## src/rtl/err_capture_unit.sv

```systemverilog
module err_capture_unit #(
  parameter int NCAUSE = 8,
  parameter int SEL_W  = 5,
  parameter int APW    = 4,
  parameter int DPW    = 8
) (
  input  logic              clk,
  input  logic              rst_n,
  input  logic              reg_wr,
  input  logic              reg_rd,
  input  logic [2:0]        reg_idx,
  input  logic [31:0]       reg_wdata,
  output logic [31:0]       reg_rdata,
  input  logic [NCAUSE-1:0] evt_valid,
  input  logic [31:0]       evt_addr,
  input  logic [APW-1:0]    evt_apar,
  input  logic [63:0]       evt_data,
  input  logic [DPW-1:0]    evt_dpar,
  output logic              irq
);
  localparam logic [2:0] IX_CAUSE = 3'd0;
  localparam logic [2:0] IX_MASK  = 3'd1;
  localparam logic [2:0] IX_ALO   = 3'd2;
  localparam logic [2:0] IX_AHI   = 3'd3;
  localparam logic [2:0] IX_DLO   = 3'd4;
  localparam logic [2:0] IX_DHI   = 3'd5;
  localparam logic [2:0] IX_DPAR  = 3'd6;
  localparam int WR_DPE = 6;
  localparam int RD_DPE = 7;
  localparam int APAR_LSB = 4;

  logic [NCAUSE-1:0] cause_q, mask_q;
  logic [SEL_W-1:0]  sel_q, first_idx;
  logic [31:0]       cap_addr_q;
  logic [APW-1:0]    cap_apar_q;
  logic [63:0]       cap_data_q;
  logic [DPW-1:0]    cap_dpar_q;
  logic              armed_q;

  wire unlock   = reg_rd && (reg_idx == IX_ALO);
  wire take     = (armed_q || unlock) && (|evt_valid);
  wire wr_cause = reg_wr && (reg_idx == IX_CAUSE);
  wire wr_mask  = reg_wr && (reg_idx == IX_MASK);
  wire data_err = (first_idx == SEL_W'(WR_DPE)) || (first_idx == SEL_W'(RD_DPE));

  logic unused_wdata;
  assign unused_wdata = ^reg_wdata[31:NCAUSE];

  always_comb begin
    first_idx = '0;
    for (int k = NCAUSE - 1; k >= 0; k--)
      if (evt_valid[k]) first_idx = SEL_W'(k);
  end

  always_ff @(posedge clk) begin
    if (!rst_n) begin
      cause_q <= '0;
      mask_q  <= '0;
    end else begin
      cause_q <= (wr_cause ? (cause_q & reg_wdata[NCAUSE-1:0]) : cause_q) | evt_valid;
      if (wr_mask) mask_q <= reg_wdata[NCAUSE-1:0];
    end
  end

  always_ff @(posedge clk) begin
    if (!rst_n) begin
      armed_q    <= 1'b1;
      sel_q      <= '0;
      cap_addr_q <= '0;
      cap_apar_q <= '0;
      cap_data_q <= '0;
      cap_dpar_q <= '0;
    end else if (take) begin
      armed_q    <= 1'b0;
      sel_q      <= first_idx;
      cap_addr_q <= evt_addr;
      cap_apar_q <= evt_apar;
      cap_data_q <= data_err ? evt_data : '0;
      cap_dpar_q <= data_err ? evt_dpar : '0;
    end else if (unlock) begin
      armed_q <= 1'b1;
    end
  end

  assign irq = |(cause_q & mask_q);

  always_comb begin
    reg_rdata = '0;
    case (reg_idx)
      IX_CAUSE: begin
        reg_rdata[NCAUSE-1:0] = cause_q;
        reg_rdata[31 -: SEL_W] = sel_q;
      end
      IX_MASK:  reg_rdata[NCAUSE-1:0] = mask_q;
      IX_ALO:   reg_rdata = cap_addr_q;
      IX_AHI:   reg_rdata[APAR_LSB +: APW] = cap_apar_q;
      IX_DLO:   reg_rdata = cap_data_q[31:0];
      IX_DHI:   reg_rdata = cap_data_q[63:32];
      IX_DPAR:  reg_rdata[DPW-1:0] = cap_dpar_q;
      default:  reg_rdata = '0;
    endcase
  end
endmodule


```

## config.mk

```make
export PLATFORM = sky130hd
export DESIGN_NAME = err_capture_unit
export DESIGN_NICKNAME = d
export VERILOG_FILES = /design/src/rtl/err_capture_unit.sv
export SDC_FILE = /design/constraint.sdc
export NUM_CORES = 1
export LEC_CHECK = 0
export ABC_AREA = 1
export BUFFER_PORTS_ARGS = -buffer_cell sky130_fd_sc_hd__buf_2
export CAP_MARGIN = 20
export CORE_MARGIN = 8
export CORE_UTILIZATION = 40
export DETAILED_ROUTE_END_ITERATION = 8
export PLACE_DENSITY = 0.66
export REMOVE_ABC_BUFFERS = 1
export SLEW_MARGIN = 0
export SYNTH_ARGS = -nofsm -noshare
export SYNTH_HDL_FRONTEND = slang
export SYNTH_SLANG_ARGS = --single-unit
```

## constraint.sdc

```tcl
create_clock -name clk -period 1.28 [get_ports clk]
set_input_delay 0.128 -clock clk [delete_from_list [all_inputs] [get_ports clk]]
set_output_delay 0.128 -clock clk [all_outputs]
set_load 0.005 [all_outputs]
```

Word-level counts from Yosys, hierarchy flattened
Index checks and enable logic that the tools add are counted.

Input port bits: 155. Output and inout port bits: 33. Logic and storage cells: 46. Register bits: 130.

Eq/ne operators: 8. Reductions and logical operators: 10. Bitwise logic cells: 3. Mux-type cells: 17.

Operator list (number): 64-bit two-way mux (1); 19-bit case mux with 3 select lines (1); 5-bit two-way mux (7); 4-bit case mux with 7 select lines (1); 4-bit case mux with 6 select lines (1); 5-bit case mux with 4 select lines (1); 8-bit AND (2); 8-bit two-way mux (2); 8-bit OR reduction (2); 5-bit by 3-bit == test with 1-bit output, second input constant (2); 3-bit == test, second input constant (3); 8-bit OR (1); 3-bit by 2-bit == test with 1-bit output, second input constant (2); 1-bit logical AND (4); 3-bit by 1-bit == test with 1-bit output, second input constant (1); 3-bit logical NOT (1); 3-bit two-way mux (1); 1-bit logical OR (2); 1-bit two-way mux (2); 2-bit nonzero test (1).

Logic depth before layout (Yosys ltp)
Word-level depth: 11. Mapped depth: 10. Gate-level depth less buffers: 9.

Worst setup path after synthesis
No wires, ideal clock.

Kind: in2reg. Start point: in evt_valid[0]. End point: reg cap_data_q[28]. Library setup time: 0.132 ns. Cell stages on the path: 10. Buffers on the path: 2. Arrival: 0.975 ns. Slack: 0.172 ns. Data required time: 1.148 ns. Cells stage by stage: inv_2 nand2_1 nor2_2 nand2_1 nand2_4 inv_4 buf_6 buf_6 nand2_1 a21oi_1.

Longest elaborated chain between the ends: 4. Elaborated cells on any way between the ends: 7. Classes of those cells: 2 x eq/ne; 2 x mux; 3 x reduce/logical.

RTL lines: start: declaration (RTL line 14) `input logic [NCAUSE-1:0] evt_valid,`; 5-bit two-way mux (RTL line 52) `if (evt_valid[k]) first_idx = SEL_W'(k);`; 5-bit by 3-bit == test with 1-bit output (RTL line 44) `wire data_err = (first_idx == SEL_W'(WR_DPE)) || (first_idx == SEL_W'(RD_DPE));`; 1-bit logical OR (RTL line 44); 64-bit two-way mux (RTL line 78) `cap_data_q <= data_err ? evt_data : '0;`; end signal: assignment (RTL line 78); end: declaration (RTL line 36) `logic [63:0] cap_data_q;`.

Parallel ways exist; a longest one is shown, timed or not. A chain may end at the register's enable or synchronous reset.

Worst setup path in the final report
Start point: reg cause_q[3]. End point: out irq.

Longest elaborated chain between the ends: 2.

RTL lines: start: declaration (RTL line 32) `logic [NCAUSE-1:0] cause_q, mask_q;`; start signal: assignment (RTL line 60) `cause_q <= (wr_cause ? (cause_q & reg_wdata[NCAUSE-1:0]) : cause_q) | evt_valid;`; 8-bit AND (RTL line 85) `assign irq = |(cause_q & mask_q);`; 8-bit OR reduction (RTL line 85); end: declaration (RTL line 19) `output logic irq`.

Every way passes these cells.

==> qor.txt <==
Mean Syn Cell Area: 6.928 um2
cell count after synthesis: 819
Core Region: 13880 um2
total die area: 18250 um2
clock slew at reported path FFs: 60 ps
Yosys warnings: 0
Reg2Reg Capture Point: cap_addr_q[4]
DRC violations left: 0
Crit-path slowest cell: dfxtp_1
most frequent cells in the layout: buf_2, nand2_1, a21oi_1
fin cells: 1270
clk_skew: 6.820 ps
RR Startpoint: cap_addr_q[4]
Worst EP arrival: 1320 ps
worst-path fanout max: 3
wire length per cell: 15.00 um
Synth cell types: 24
CP startpoint: cause_q[3]
initial antenna violation count: 1
CTS Buf Count: 17
latest clock arrival within the worst-skew pair: 410 ps
Initial DRT Pass Iterations: 5
endpoints failing setup: 4
Rel. slew slack: 0.7383
violated checks: setup timing
setup ws final: -168.1 ps
Tot Pwr: 10.11 mW
Initial DRC Count: 349
GRT Overall Usage: 0.2113
clock sinks: 128
Pleak: 3.834 nW
drt via density: 4.897
H-tree depth: 4
PD cells: 1186 nW/um2
Critical Path Source Type: register
critical path, cell by cell: nand2_1, o21ai_1, a21oi_1, nand4_1, buf_2
CP max stage delay: 330 ps
largest net degree at the start of global routing: 55
WL final: 19.05 mm
HP Class: input pin to register
CTS root buf: clkbuf_16
upper clock frequency limit: 690.6 MHz
row count: 43
Util after Layout: 0.6144
CP required: 1150 ps
unrepaired setup endpoints after global routing: yes
I/O Pins: 188
Port Buffers: 163
routed via count: 6219
Final Hold Vio Count: 0
status: finished with violations
maxcap violations: 0
Initial Utilization: 0.4088
fin crit period: 1448 ps
Async S/R FF share, synth: 0
die width: 135.1 um
Crit Path Class: register to primary output
antenna-violating nets left: 0
Seq cells post-synth: 128
peak supply drop: 0.8446 mV
DP Cell Count: 1150
Final nets: 1232
Worst Tran Pin Value: 392.6 ps
Max clock buf depth: 2
share of layout cells above drive strength 1: 0.3028
number of antenna diodes: 0
HPWL after DPL: 12.03 mm
ys flop type: dfxtp_1
commonest non-fill, non-tap cell in the layout: buf_2
Mapped Area: 5674 um2
reg2reg path depth: 8
Die Y: 135.1 um
fin crit share: 1.131
grt ovf: 0
crit end category: primary output
internal reg-to-reg setup slack: 60 ps
first-pass GRT wire length: 30.86 mm
Crit path buffers/inverters: 1
CTS tree: built
sequential fraction of the synthesis area: 0.4516
hold path depth: 3
Area Growth Syn to Fin: 50.30%
vias in the first global route: 6149
Post-synth EDFFs: 0
hold path endpoint: cap_apar_q[2]
hold_sp: evt_apar[2]
Max Slew Vio Count: 0
GP Congestion: 0.8384
largest delay contributor family on the critical path: flip-flops
==> power by group <==
part	switching [mW]	total [mW]	internal [mW]	leakage, nW
sequential	0.0910	4.29	4.20	1.06
clock	1.67	4.43	2.76	0.262
combinational	0.708	1.39	0.685	2.51
total	2.47	10.1	7.64	3.83
==> worst min-delay path: stages <==
cell and delay [ps]:
buf_2 70, o21ai_0 70, nor2_1 100
==> per-stage QoR <==
stage,setup TNS (ps),cell area [um2],hold slack [ps],worst slack (ps)
floorplan,-60970,5401,204.2,-694.9
global placement,-5911,6910,375.6,-78.63
detailed placement,-7391,6910,378.0,-121.1
CTS,-409.3,8397,0.7357,-157.8
global route,-945.2,8528,10.50,-238.1
finish,-359.9,8528,3.110,-168.1
==> flip-flops by register name, indices dropped and copies added (netlist names) <==
name	flops
cap_apar_q	4
cause_q	8
mask_q	8
cap_data_q	64
sel_q	3
cap_dpar_q	8
cap_addr_q	32
armed_q	1
==> synth_stat cells, types with 5 or more instances <==
library cell	instances	area (um2)
o21ai_0	108	540.5
nor2_1	107	401.6
nand4_1	6	37.54
inv_1	72	270.3
clkbuf_1	18	67.56
dfxtp_1	128	2562
buf_6	5	56.30
a21oi_1	126	630.6
o211ai_1	21	157.7
inv_2	11	41.29
nand2_1	172	645.6
buf_2	23	115.1
==> worst max-delay path by stage <==
stage	cells after the start	to	slack [ps]
finish	5	irq	-170
global route	3	irq	-240
CTS	3	irq	-160
detailed placement	10	cap_data_q[2]	-120
global placement	9	cap_addr_q[28]	-80
floorplan	8	cap_data_q[0]	-690
==> per-layer routing <==
metal,track usage,vias to the layer above,share of wire
li1,-,3173,-
met1,0.2651,2833,0.44
met2,0.3433,186,0.48
met3,0.06389,25,0.070
met4,0.05922,2,0.014
met5,0,-,0.00068
==> area by class of cell <==
cell class	count	area, um2
clock buffers	26	479.2
clock inverters	6	57.56
fillers	1271	5353
inverters	85	329.1
multi-input cells	555	2648
flip-flops and latches	128	2587
well taps	180	225.2
repair buffers	290	2202
==> logic make-up after synthesis <==
group / share of synthesized area
flops: 0.4516
buf+inv: 0.1047
compound gates: 0.2415
simple gates: 0.2022
==> timing repair <==
action / 4_1_cts / 5_1_grt
gates cloned: 2 / 0
endpoints found under the hold margin: 72 / 0
hold buffers: 72 / 0
setup buffers: 13 / 2
setup endpoints to repair: 23 / 29
gates resized for setup: 43 / 58
pin swaps: 15 / 30
No activity file was read; power rests on OpenSTA's default activity.
